$ cat src/rtl/eth_rxf_pkg.sv
package eth_rxf_pkg;

  typedef enum logic [2:0] {
    M_NONE    = 3'd0,
    M_PHYS    = 3'd1,
    M_BCAST   = 3'd2,
    M_MCAST   = 3'd3,
    M_PROMISC = 3'd4
  } match_e;

  localparam logic [31:0] CRC_POLY = 32'h04C11DB7;

  // one byte of CRC-32, data LSB first, MSB-first register
  function automatic logic [31:0] crc_byte(input logic [31:0] c, input logic [7:0] d);
    logic [31:0] r;
    logic        fb;
    r = c;
    for (int k = 0; k < 8; k++) begin
      fb = r[31] ^ d[k];
      r  = {r[30:0], 1'b0};
      if (fb) r = r ^ CRC_POLY;
    end
    return r;
  endfunction

endpackage

$ cat src/rtl/eth_rxf_cmp.sv
module eth_rxf_cmp #(
  parameter int W = 8
) (
  input  logic         clk_i,
  input  logic         rst_ni,
  input  logic         first_i,
  input  logic         step_i,
  input  logic [W-1:0] byte_i,
  input  logic [W-1:0] ref_i,
  output logic         eq_o
);
  logic run_q;

  assign eq_o = (first_i | run_q) & (byte_i == ref_i);

  always_ff @(posedge clk_i or negedge rst_ni) begin
    if (!rst_ni)                run_q <= 1'b0;
    else if (first_i | step_i)  run_q <= eq_o;
  end

  // a mismatch sticks until a new frame starts
  assert_mismatch_sticks_R5: assert property (@(posedge clk_i) disable iff (!rst_ni)
    (!run_q && !first_i) |=> !run_q);

  assert_no_eq_after_miss_R5: assert property (@(posedge clk_i) disable iff (!rst_ni)
    (step_i && !first_i && !run_q) |-> !eq_o);

endmodule

$ cat src/rtl/eth_rxf_crc.sv
module eth_rxf_crc
  import eth_rxf_pkg::*;
(
  input  logic        clk_i,
  input  logic        rst_ni,
  input  logic        first_i,
  input  logic        step_i,
  input  logic [7:0]  byte_i,
  output logic [31:0] crc_next_o
);
  logic [31:0] crc_q;

  assign crc_next_o = crc_byte(first_i ? 32'hFFFF_FFFF : crc_q, byte_i);

  always_ff @(posedge clk_i or negedge rst_ni) begin
    if (!rst_ni)               crc_q <= 32'hFFFF_FFFF;
    else if (first_i | step_i) crc_q <= crc_next_o;
  end

endmodule

$ cat src/rtl/eth_rx_addr_filter.sv
module eth_rx_addr_filter
  import eth_rxf_pkg::*;
#(
  parameter int ADDR_BYTES = 6,
  parameter int HASH_W     = 6,
  localparam int ADDR_W    = 8 * ADDR_BYTES,
  localparam int MASK_W    = 1 << HASH_W,
  localparam int CNT_W     = $clog2(ADDR_BYTES + 1)
) (
  input  logic              clk_i,
  input  logic              rst_ni,
  input  logic              byte_valid_i,
  input  logic              sof_i,
  input  logic [7:0]        byte_i,
  input  logic [ADDR_W-1:0] station_addr_i,
  input  logic [MASK_W-1:0] bin_mask_i,
  input  logic              promisc_i,
  output logic              decision_valid_o,
  output logic              accept_o,
  output logic [2:0]        match_o
);
  logic             first, step, take, last;
  logic             active_q, mc_q, mc_now;
  logic [CNT_W-1:0] cnt_q, pos;
  logic [7:0]       node_byte;
  logic             phys_eq, bcast_eq;
  logic [31:0]      crc_next;
  logic [HASH_W-1:0] bin;
  match_e           match_d, match_q;
  logic             valid_q;

  assign first = byte_valid_i & sof_i;
  assign step  = byte_valid_i & ~sof_i & active_q;
  assign take  = first | step;
  assign pos   = first ? '0 : cnt_q;
  assign last  = take && (int'(pos) == ADDR_BYTES - 1);

  assign node_byte = station_addr_i[int'(pos)*8 +: 8];
  assign mc_now    = first ? byte_i[0] : mc_q;
  assign bin       = crc_next[31 -: HASH_W];

  eth_rxf_cmp #(.W(8)) u_phys (
    .clk_i, .rst_ni, .first_i(first), .step_i(step),
    .byte_i, .ref_i(node_byte), .eq_o(phys_eq)
  );

  eth_rxf_cmp #(.W(8)) u_bcast (
    .clk_i, .rst_ni, .first_i(first), .step_i(step),
    .byte_i, .ref_i(8'hFF), .eq_o(bcast_eq)
  );

  eth_rxf_crc u_crc (
    .clk_i, .rst_ni, .first_i(first), .step_i(step),
    .byte_i, .crc_next_o(crc_next)
  );

  always_comb begin
    if (phys_eq)                    match_d = M_PHYS;
    else if (bcast_eq)              match_d = M_BCAST;
    else if (mc_now && bin_mask_i[bin]) match_d = M_MCAST;
    else if (promisc_i)             match_d = M_PROMISC;
    else                            match_d = M_NONE;
  end

  always_ff @(posedge clk_i or negedge rst_ni) begin
    if (!rst_ni) begin
      active_q <= 1'b0;
      cnt_q    <= '0;
      mc_q     <= 1'b0;
      valid_q  <= 1'b0;
      match_q  <= M_NONE;
    end else begin
      if (take)  cnt_q <= pos + 1'b1;
      if (first) mc_q  <= byte_i[0];
      if (last) begin
        active_q <= 1'b0;
        valid_q  <= 1'b1;
        match_q  <= match_d;
      end else if (first) begin
        active_q <= 1'b1;
        valid_q  <= 1'b0;
        match_q  <= M_NONE;
      end
    end
  end

  assign decision_valid_o = valid_q;
  assign match_o          = match_q;
  assign accept_o         = (match_q != M_NONE);

  assert_rise_after_byte_R3: assert property (@(posedge clk_i) disable iff (!rst_ni)
    $rose(decision_valid_o) |-> $past(byte_valid_i));

  assert_hold_decision_R4: assert property (@(posedge clk_i) disable iff (!rst_ni)
    (decision_valid_o && !(sof_i && byte_valid_i)) |=>
      (decision_valid_o && $stable(match_o) && $stable(accept_o)));

  assert_sof_clears_R11: assert property (@(posedge clk_i) disable iff (!rst_ni)
    ((ADDR_BYTES > 1) && sof_i && byte_valid_i) |=> (!decision_valid_o && !accept_o));

  assert_idle_quiet_R11: assert property (@(posedge clk_i) disable iff (!rst_ni)
    !decision_valid_o |-> (match_o == 3'd0));

  assert_code_range_R9: assert property (@(posedge clk_i) disable iff (!rst_ni)
    match_o <= 3'd4);

endmodule

$ cat config.mk
export PLATFORM = sky130hd
export DESIGN_NAME = eth_rx_addr_filter
export DESIGN_NICKNAME = d
export VERILOG_FILES = /design/src/rtl/eth_rxf_pkg.sv /design/src/rtl/eth_rxf_cmp.sv /design/src/rtl/eth_rxf_crc.sv /design/src/rtl/eth_rx_addr_filter.sv
export SDC_FILE = /design/constraint.sdc
export NUM_CORES = 1
export LEC_CHECK = 0
export ABC_AREA = 1
export CAP_MARGIN = 20
export CORE_AREA = 3 3 99 101
export DETAILED_ROUTE_END_ITERATION = 10
export DIE_AREA = 0 0 102 104
export GPL_TIMING_DRIVEN = 0
export PLACE_DENSITY = 0.77
export SLEW_MARGIN = 20
export SYNTH_ARGS = -nofsm -noshare
export SYNTH_HDL_FRONTEND = slang
export SYNTH_SLANG_ARGS = --single-unit
export TNS_END_PERCENT = 100
$ cat constraint.sdc
create_clock -name clk_i -period 5.65 [get_ports clk_i]
set_input_delay 1.4125 -clock clk_i [delete_from_list [all_inputs] [get_ports clk_i]]
set_output_delay 1.4125 -clock clk_i [all_outputs]
set_load 0.05 [all_outputs]
==> report_table.html, run 1 <==
<table>
<tr><th>Metric</th><th>Value</th></tr>
<tr><th colspan="2">Synthesis</th></tr>
<tr><td>Gate count of the mapped netlist</td><td>589</td></tr>
<tr><td>Share of Yosys cell area claimed by the top area cell type</td><td>0.209</td></tr>
<tr><td>#FFs+latches synth</td><td>43</td></tr>
<tr><td>Syn Area/Cell</td><td>6.83 um2</td></tr>
<tr><td>Cell type with the highest aggregate area in the netlist</td><td>sky130_fd_sc_hd__dfstp_2</td></tr>
<tr><td>Distinct cell type count after synthesis</td><td>42</td></tr>
<tr><td>Netlist area before placement</td><td>4030 um2</td></tr>
<tr><td>Sequential share of the synthesized area</td><td>0.277</td></tr>
<tr><td>Net Count, Synth</td><td>716</td></tr>
<tr><td>Yosys warning total</td><td>0</td></tr>
<tr><td>Top area cells in the synthesized netlist</td><td>sky130_fd_sc_hd__dfstp_2 21%, sky130_fd_sc_hd__nand2_1 16%, sky130_fd_sc_hd__nand3_1 15%, sky130_fd_sc_hd__xor2_1 8.1%, sky130_fd_sc_hd__dfrtp_1 6.8%</td></tr>
<tr><th colspan="2">STA</th></tr>
<tr><td>Final critical-path required period</td><td>3.95 ns</td></tr>
<tr><td>Layout Skew</td><td>0.00697 ns</td></tr>
<tr><td>TNS Setup</td><td>0 ns</td></tr>
<tr><td>Period Utilization, post-route</td><td>0.699</td></tr>
<tr><td>Pin slew with the least headroom to its limit</td><td>0.589 ns</td></tr>
<tr><td>Max-slew violation total from the final report</td><td>0</td></tr>
<tr><td>Unrepaired setup endpoints after global routing</td><td>false</td></tr>
<tr><td>Maximum operating frequency</td><td>253 MHz</td></tr>
<tr><td>Final setup violation count</td><td>0</td></tr>
<tr><td>Hold Vio Cnt, Final</td><td>0</td></tr>
<tr><td>Fin Hold WS</td><td>0.488 ns</td></tr>
<tr><td>Relative slew slack</td><td>0.607</td></tr>
<tr><th colspan="2">Drt</th></tr>
<tr><td>Number of DRC violations after detailed routing</td><td>0</td></tr>
<tr><td>Number of DRC violations after detailed-routing iteration 0</td><td>261</td></tr>
<tr><td>Highest metal layer with signal wires</td><td>met4</td></tr>
<tr><td>Wirelength, routed</td><td>13100 um</td></tr>
<tr><td>WL met1</td><td>5620 um</td></tr>
<tr><td>DR WL met2</td><td>6220 um</td></tr>
<tr><td>Post-DR wirelength/cell</td><td>15.7 um</td></tr>
<tr><td>Number of detailed-routing iterations run before antenna repair</td><td>5</td></tr>
<tr><td>Routed Antenna Nets</td><td>0</td></tr>
<tr><td>Via/cell ratio</td><td>5.37</td></tr>
<tr><td>Count of vias placed by the detailed router</td><td>4503</td></tr>
<tr><td>Met3 wire length</td><td>985 um</td></tr>
<tr><th colspan="2">Clock tree</th></tr>
<tr><td>H-tree Lvls</td><td>2</td></tr>
<tr><td>Cts bufs inserted</td><td>5</td></tr>
<tr><td>CTS tree</td><td>built</td></tr>
<tr><td>Buffer cell driving the clock tree root</td><td>sky130_fd_sc_hd__clkbuf_8</td></tr>
<tr><td>Worst-case clock buffer depth</td><td>2</td></tr>
<tr><td>Clock Sink Count</td><td>43</td></tr>
<tr><td>Number of post-CTS setup repair buffers</td><td>0</td></tr>
<tr><td>Hold-fix buffer count after cts</td><td>0</td></tr>
<tr><td>Cells resized by post-CTS repair</td><td>0</td></tr>
<tr><td>Clock transition at the register clock pins on the worst setup and hold paths after CTS</td><td>0.08 ns</td></tr>
<tr><td>Clock Latency Late Sink</td><td>0.30 ns</td></tr>
<tr><th colspan="2">Final layout</th></tr>
<tr><td>Share of post-route cells with drive strength above 1</td><td>0.129</td></tr>
<tr><td>Layout-stage area growth over the synthesis result</td><td>38.8%</td></tr>
<tr><td>Total Nets Final</td><td>853</td></tr>
<tr><td>N_diodes</td><td>0</td></tr>
<tr><th colspan="2">Floorplan</th></tr>
<tr><td>Boundary Pins</td><td>130</td></tr>
<tr><td>Placement row count</td><td>35</td></tr>
<tr><td>Die Height</td><td>104 um</td></tr>
<tr><td>Initial core utilization</td><td>0.442</td></tr>
<tr><td>Overall die area</td><td>10600 um2</td></tr>
<tr><td>Placeable core area</td><td>9110 um2</td></tr>
<tr><td>Chip width</td><td>102 um</td></tr>
<tr><th colspan="2">Worst hold path</th></tr>
<tr><td>Hold/Removal Path Class</td><td>reg2reg</td></tr>
<tr><th colspan="2">Setup path</th></tr>
<tr><td>Cell repeated most along the worst path</td><td>sky130_fd_sc_hd__nand3_1</td></tr>
<tr><td>Type of origin of the critical path</td><td>input pin</td></tr>
<tr><td>Family with the most delay on the worst path</td><td>simple AND/OR/NAND/NOR gates</td></tr>
<tr><td>CP arrival</td><td>4.15 ns</td></tr>
<tr><td>Cell with the biggest individual delay on the critical path</td><td>sky130_fd_sc_hd__clkdlybuf4s50_1</td></tr>
<tr><td>Peak fanout along the critical path</td><td>10</td></tr>
<tr><td>Crit path capture type</td><td>flop</td></tr>
<tr><td>Biggest cell delay along the critical path</td><td>0.49 ns</td></tr>
<tr><td>Crit Path Class</td><td>in2reg</td></tr>
<tr><td>Series of cell instances along the critical path</td><td>clkdlybuf4s50_1 &gt; nand2_2 &gt; buf_6 &gt; nand2_2 &gt; nand2_1 &gt; nand2_4 &gt; nand2_1 &gt; nand2_2 &gt; nand3_2 &gt; buf_2 &gt; nand3_1 &gt; nand3_1 &gt; nand3_1 &gt; nand3_1 &gt; nand3_1 &gt; nand3_1 &gt; nand3_1 &gt; nand2_1 &gt; nand2_1 &gt; nand2_1</td></tr>
<tr><td>Buffer and inverter count on the worst path</td><td>3</td></tr>
<tr><td>Endpoint required time on the critical path</td><td>5.85 ns</td></tr>
<tr><th colspan="2">Outcome</th></tr>
<tr><td>Status</td><td>finished, final reports clean</td></tr>
<tr><th colspan="2">Power</th></tr>
<tr><td>Power density cells</td><td>564 nW/um2</td></tr>
<tr><td>Pleak</td><td>2.47 nW</td></tr>
<tr><td>Highest ir drop seen on vdd</td><td>0.252 mV</td></tr>
<tr><td>Post-route total power</td><td>3.15 mW</td></tr>
<tr><th colspan="2">GRT</th></tr>
<tr><td>Global route overflow</td><td>0</td></tr>
<tr><td>Vias in the first global route</td><td>4368</td></tr>
<tr><td>Combined global-route utilization of all metal layers</td><td>0.242</td></tr>
<tr><td>Global-route wire length before repair</td><td>20900 um</td></tr>
<tr><td>Maximum number of pins on one net before global-route repair</td><td>29</td></tr>
<tr><td>Antenna violations before repair</td><td>0</td></tr>
<tr><th colspan="2">Place</th></tr>
<tr><td>Port bufs</td><td>129</td></tr>
<tr><td>Half-perimeter wire length after detailed placement</td><td>10300 um</td></tr>
<tr><td>Placer congestion estimate</td><td>0.879</td></tr>
<tr><th colspan="2">Flow run</th></tr>
<tr><td>Number of maximum-capacitance constraint violations</td><td>0</td></tr>
</table>
==> Yosys cell counts, drive strengths merged <==
| master | instances |
|---|---|
| nor2 | 40 |
| or2 | 4 |
| dfrtp | 11 |
| nand3b | 2 |
| nand3 | 121 |
| nor4 | 1 |
| ha | 2 |
| o21ai | 43 |
| a2bb2oi | 2 |
| clkbuf | 11 |
| buf | 16 |
| dfstp | 32 |
| o2111ai | 1 |
| a31oi | 5 |
| inv | 36 |
| clkinv | 1 |
| xor2 | 39 |
| a211oi | 2 |
| a221oi | 1 |
| o211ai | 6 |
| nand4 | 2 |
| xnor2 | 22 |
| a21oi | 6 |
| nand2 | 182 |
| or3 | 1 |
==> registers in the layout (all words and copies together), names as in the netlist <==
name / flops
mc_q: 1
u_crc.crc_q: 32
active_q: 1
decision_valid_o: 1
u_phys.run_q: 1
u_bcast.run_q: 1
cnt_q: 3
match_o: 3
==> layout make-up <==
| class | instances | area, um2 |
|---|---|---|
| Fill cell | 827 | 3520 |
| Multi-Input combinational cell | 482 | 2620 |
| Timing Repair Buffer | 130 | 1310 |
| Sequential cell | 43 | 1120 |
| Buffer | 27 | 151 |
| Inverter | 37 | 141 |
| Tap cell | 111 | 139 |
| Clock buffer | 6 | 82.6 |
| Clock inverter | 2 | 35.0 |
==> final timing paths <==
| kind | startpoint | end | slack [ns] | depth (start not counted) |
|---|---|---|---|---|
| min | u_crc.crc_q[18]$_DFFE_PN1P_ | u_crc.crc_q[18]$_DFFE_PN1P_ | 0.49 | 2 |
| max in group asynchronous | rst_ni | u_crc.crc_q[30]$_DFFE_PN1P_ | 4.07 | 2 |
| min in group asynchronous | rst_ni | u_crc.crc_q[9]$_DFFE_PN1P_ | 1.31 | 1 |
| max | byte_valid_i | match_o[1]$_DFFE_PN0P_ | 1.70 | 20 |
| max reg2reg | u_crc.crc_q[30]$_DFFE_PN1P_ | match_o[1]$_DFFE_PN0P_ | 2.98 | 18 |
| min reg2reg | u_crc.crc_q[18]$_DFFE_PN1P_ | u_crc.crc_q[18]$_DFFE_PN1P_ | 0.49 | 2 |
==> kinds of logic (layout without fill, tap and decap cells) <==
family | Yosys count | after routing | synth area share
AO/OA/AOI/OAI | 66 | 66 | 0.0923
XOR/XNOR | 61 | 61 | 0.148
adder cells (fa/ha/maj) | 2 | 2 | 0.00622
buffers and inverters | 64 | 202 | 0.0727
flip-flops | 43 | 43 | 0.277
AND/OR/NAND/NOR | 353 | 353 | 0.404
==> metrics by stage <==
stage	util	cell area (um2)	worst slack [ns]	std cells
final	0.613	5590	1.70	838
after global routing	0.613	5590	1.42	838
after CTS	0.613	5590	1.76	838
after detailed placement	0.601	5470	1.46	830
after global placement	0.599	5460	1.50	829
after floorplan	-	4030	2.45	589
==> power by group <==
group	leakage (nW)	internal, mW	total [mW]	switching (mW)
Clock	0.0612	0.143	0.253	0.110
Combinational	1.93	0.887	2.29	1.40
Sequential	0.477	0.539	0.611	0.0720
==> cells in the final DEF (no fill, tap or decap), types with 3 or more instances in the layout <==
cell type	netlist	layout
sky130_fd_sc_hd__clkbuf_8	0	6
sky130_fd_sc_hd__clkbuf_1	11	11
sky130_fd_sc_hd__a31oi_1	5	5
sky130_fd_sc_hd__or2_2	4	4
sky130_fd_sc_hd__buf_4	5	5
sky130_fd_sc_hd__clkdlybuf4s50_1	0	128
sky130_fd_sc_hd__nand3_1	118	118
sky130_fd_sc_hd__nand2_2	7	7
sky130_fd_sc_hd__xor2_1	37	37
sky130_fd_sc_hd__o211ai_1	6	6
sky130_fd_sc_hd__xnor2_1	19	19
sky130_fd_sc_hd__nand2_1	169	169
sky130_fd_sc_hd__nor2_1	35	35
sky130_fd_sc_hd__nand2_4	6	6
sky130_fd_sc_hd__o21ai_0	39	39
sky130_fd_sc_hd__a21oi_1	6	6
sky130_fd_sc_hd__dfrtp_1	11	11
sky130_fd_sc_hd__buf_2	7	8
sky130_fd_sc_hd__buf_6	3	3
sky130_fd_sc_hd__o21ai_1	4	4
sky130_fd_sc_hd__dfstp_2	32	32
sky130_fd_sc_hd__inv_2	6	6
sky130_fd_sc_hd__inv_1	29	29
==> tightest hold or removal path, delay by kind of cell, from the launching register on <==
kind | cells | cell delay, ns
AO/OA/AOI/OAI | 1 | 0.07
flip-flops | 1 | 0.37
AND/OR/NAND/NOR | 1 | 0.05
==> per-layer routing <==
layer,global-route usage,vias to the layer above
met2,0.401,180
met1,0.315,2093
li1,-,2202
met4,0.0862,0
met5,0,-
met3,0.0376,28
(Power assumes the default switching activity.)
==> run 2: changes to the inputs <==
- clock period: 5.65 -> 3.7 ns (I/O delays scaled with it)
==> run 2 against run 1 <==
Against the previous run: cell count fell by 0.12%; utilization barely moved; worst hold slack got worse by 0.0010 ns; non-clock buffer count shrank 1; clock skew hardly changed; sequential share of layout area about the same; wire length fell by 0.30%; critical endpoint unchanged; largest cell class unchanged; register-to-register slack lost 2.0 ns; worst setup slack worse by 1.5 ns; power increased by 53%; die area is the same; critical path depth is the same.
==> report_table.html, run 2 (same netlist as run 1, synthesis figures left out) <==
<table>
<tr><th>Metric</th><th>Value</th></tr>
<tr><th colspan="2">Clock tree</th></tr>
<tr><td>CTS tree</td><td>built</td></tr>
<tr><td>H-tree Lvls</td><td>2</td></tr>
<tr><td>Clock Sink Count</td><td>43</td></tr>
<tr><td>Worst-case clock buffer depth</td><td>2</td></tr>
<tr><td>Cts bufs inserted</td><td>5</td></tr>
<tr><td>Buffer cell driving the clock tree root</td><td>sky130_fd_sc_hd__clkbuf_8</td></tr>
<tr><td>Number of post-CTS setup repair buffers</td><td>0</td></tr>
<tr><td>Clock Latency Late Sink</td><td>0.30 ns</td></tr>
<tr><td>Clock transition at the register clock pins on the worst setup and hold paths after CTS</td><td>0.08 ns</td></tr>
<tr><th colspan="2">Place</th></tr>
<tr><td>Port bufs</td><td>129</td></tr>
<tr><td>Worst slack, placed</td><td>-0.00697 ns</td></tr>
<tr><td>Placed cell areas</td><td>5470 um2</td></tr>
<tr><td>Placer congestion estimate</td><td>0.879</td></tr>
<tr><td>Half-perimeter wire length after detailed placement</td><td>10300 um</td></tr>
<tr><th colspan="2">Drt</th></tr>
<tr><td>Number of DRC violations after detailed routing</td><td>0</td></tr>
<tr><td>Number of DRC violations after detailed-routing iteration 0</td><td>275</td></tr>
<tr><td>Number of detailed-routing iterations run before antenna repair</td><td>5</td></tr>
<tr><td>Via/cell ratio</td><td>5.37</td></tr>
<tr><td>Count of vias placed by the detailed router</td><td>4498</td></tr>
<tr><td>Post-DR wirelength/cell</td><td>15.6 um</td></tr>
<tr><td>Wirelength, routed</td><td>13100 um</td></tr>
<tr><td>Routed Antenna Nets</td><td>0</td></tr>
<tr><th colspan="2">Setup path</th></tr>
<tr><td>Type of origin of the critical path</td><td>input pin</td></tr>
<tr><td>Endpoint required time on the critical path</td><td>3.90 ns</td></tr>
<tr><td>Worst R2R Setup Slack</td><td>1.02 ns</td></tr>
<tr><td>Worst flop-to-flop path endpoint</td><td>match_o[1]$_DFFE_PN0P_</td></tr>
<tr><td>CP arrival</td><td>3.65 ns</td></tr>
<tr><td>CP endpoint</td><td>match_o[1]$_DFFE_PN0P_</td></tr>
<tr><td>Crit path from</td><td>byte_valid_i</td></tr>
<tr><td>Worst flop-to-flop path startpoint</td><td>u_crc.crc_q[31]$_DFFE_PN1P_</td></tr>
<tr><td>Peak fanout along the critical path</td><td>10</td></tr>
<tr><td>Crit path capture type</td><td>flop</td></tr>
<tr><td>Crit Path Class</td><td>in2reg</td></tr>
<tr><td>Depth of the most critical reg-to-reg path</td><td>20</td></tr>
<tr><th colspan="2">GRT</th></tr>
<tr><td>Maximum number of pins on one net before global-route repair</td><td>29</td></tr>
<tr><td>Combined global-route utilization of all metal layers</td><td>0.242</td></tr>
<tr><td>Global route overflow</td><td>0</td></tr>
<tr><td>Antenna violations before repair</td><td>0</td></tr>
<tr><td>Vias in the first global route</td><td>4368</td></tr>
<tr><td>Global-route wire length before repair</td><td>20900 um</td></tr>
<tr><th colspan="2">STA</th></tr>
<tr><td>Max-slew violation total from the final report</td><td>0</td></tr>
<tr><td>Relative slew slack</td><td>0.630</td></tr>
<tr><td>Fin Hold WS</td><td>0.487 ns</td></tr>
<tr><td>Layout Skew</td><td>0.00743 ns</td></tr>
<tr><td>Final setup violation count</td><td>0</td></tr>
<tr><td>Hold Vio Cnt, Final</td><td>0</td></tr>
<tr><td>Period Utilization, post-route</td><td>0.934</td></tr>
<tr><td>Pin slew with the least headroom to its limit</td><td>0.555 ns</td></tr>
<tr><td>Maximum operating frequency</td><td>289 MHz</td></tr>
<tr><td>Minimum setup slack in the final design</td><td>0.246 ns</td></tr>
<tr><td>Final critical-path required period</td><td>3.45 ns</td></tr>
<tr><td>Unrepaired setup endpoints after global routing</td><td>false</td></tr>
<tr><th colspan="2">Final layout</th></tr>
<tr><td>Cell area after layout</td><td>5590 um2</td></tr>
<tr><td>Top flop regs</td><td>u_crc.crc_q (32), cnt_q (3), match_o (3)</td></tr>
<tr><td>Largest register by flop count</td><td>u_crc.crc_q</td></tr>
<tr><td>Most frequent standard cell in the layout excluding fill and tap cells</td><td>sky130_fd_sc_hd__nand2_1</td></tr>
<tr><td># fillers</td><td>828</td></tr>
<tr><td>Post-layout utilization of the core</td><td>0.614</td></tr>
<tr><td>Layout-stage area growth over the synthesis result</td><td>38.9%</td></tr>
<tr><td>Total Nets Final</td><td>852</td></tr>
<tr><td>N_diodes</td><td>0</td></tr>
<tr><td>Share of post-route cells with drive strength above 1</td><td>0.129</td></tr>
<tr><td>Flip-flop count of the largest register after layout</td><td>32</td></tr>
<tr><td>Most used cells in the layout excluding fill and tap cells</td><td>169 x sky130_fd_sc_hd__nand2_1, 128 x sky130_fd_sc_hd__clkdlybuf4s50_1, 118 x sky130_fd_sc_hd__nand3_1</td></tr>
<tr><th colspan="2">Worst hold path</th></tr>
<tr><td>Number of instances on the worst hold path</td><td>2</td></tr>
<tr><td>Hold/Removal Path Class</td><td>reg2reg</td></tr>
<tr><th colspan="2">Floorplan</th></tr>
<tr><td>Placement row count</td><td>35</td></tr>
<tr><td>Die Height</td><td>104 um</td></tr>
<tr><td>Boundary Pins</td><td>130</td></tr>
<tr><td>Chip width</td><td>102 um</td></tr>
<tr><td>Initial core utilization</td><td>0.442</td></tr>
<tr><td>Placeable core area</td><td>9110 um2</td></tr>
<tr><td>Overall die area</td><td>10600 um2</td></tr>
<tr><th colspan="2">Power</th></tr>
<tr><td>Pleak</td><td>2.47 nW</td></tr>
<tr><td>Power density cells</td><td>861 nW/um2</td></tr>
<tr><td>Highest ir drop seen on vdd</td><td>0.385 mV</td></tr>
<tr><th colspan="2">Outcome</th></tr>
<tr><td>Status</td><td>finished, final reports clean</td></tr>
<tr><th colspan="2">Flow run</th></tr>
<tr><td>Number of maximum-capacitance constraint violations</td><td>0</td></tr>
</table>
==> run 2: layer usage <==
layer / GRT usage / vias to the layer above / routed length [um]
met5: 0 / - / 0
met4: 0.0862 / 0 / 313
met3: 0.0376 / 29 / 972
met2: 0.401 / 176 / 6180
met1: 0.315 / 2093 / 5620
li1: - / 2200 / -
==> run 2: report_power, final <==
group,switching [mW],internal [mW]
Sequential,0.112,0.823
Clock,0.169,0.219
Combinational,2.14,1.35
==> run 2: critical path, stage by stage <==
cell and delay, ns:
sky130_fd_sc_hd__clkdlybuf4s50_1 0.49, sky130_fd_sc_hd__nand2_2 0.11, sky130_fd_sc_hd__buf_6 0.16, sky130_fd_sc_hd__nand2_2 0.06, sky130_fd_sc_hd__nand2_1 0.09, sky130_fd_sc_hd__nand2_4 0.11
sky130_fd_sc_hd__nand2_1 0.07, sky130_fd_sc_hd__nand2_2 0.17, sky130_fd_sc_hd__nand3_2 0.18, sky130_fd_sc_hd__buf_2 0.23, sky130_fd_sc_hd__nand3_1 0.13, sky130_fd_sc_hd__nand3_1 0.11
sky130_fd_sc_hd__nand3_1 0.11, sky130_fd_sc_hd__nand3_1 0.09, sky130_fd_sc_hd__nand3_1 0.09, sky130_fd_sc_hd__nand3_1 0.16, sky130_fd_sc_hd__nand3_1 0.14, sky130_fd_sc_hd__nand2_1 0.08
sky130_fd_sc_hd__nand2_1 0.08, sky130_fd_sc_hd__nand2_1 0.05
==> run 2: how the worst min path moves through the flow <==
stage,startpoint,endpoint,slack (ns)
final,u_crc.crc_q[18]$_DFFE_PN1P_,u_crc.crc_q[18]$_DFFE_PN1P_,0.49
after detailed placement,decision_valid_o$_DFFE_PN0P_,decision_valid_o$_DFFE_PN0P_,0.47
after global routing,u_crc.crc_q[18]$_DFFE_PN1P_,u_crc.crc_q[18]$_DFFE_PN1P_,0.50
after floorplan,cnt_q[0]$_DFFE_PN0P_,cnt_q[0]$_DFFE_PN0P_,0.45
after global placement,cnt_q[0]$_DFFE_PN0P_,cnt_q[0]$_DFFE_PN0P_,0.47
after CTS,u_crc.crc_q[18]$_DFFE_PN1P_,u_crc.crc_q[18]$_DFFE_PN1P_,0.49
==> run 2: layout make-up <==
| cell class | instances | area, um2 | share of cell area |
|---|---|---|---|
| multi-input combinational | 482 | 2620 | 0.469 |
| timing repair buffer | 130 | 1310 | 0.234 |
| sequential | 43 | 1120 | 0.200 |
| buffer | 26 | 148 | 0.0264 |
| inverter | 37 | 141 | 0.0253 |
| tap | 111 | 139 | 0.0248 |
| clock buffer | 6 | 82.6 | 0.0148 |
| clock inverter | 2 | 35.0 | 0.00627 |
==> run 2: metrics by stage <==
stage | total power [mW] | instances | TNS, ns
after CTS | 4.80 | 838 | 0
final | 4.81 | 837 | 0
after detailed placement | 4.39 | 830 | -0.0138
after global placement | 4.31 | 829 | 0
after global routing | 5.25 | 837 | 0
after floorplan | 3.54 | 589 | 0
==> run 2: timing repair <==
item	in CTS	in global routing
hold buffers	0	0
setup endpoints to repair	0	3
resized for setup	0	1
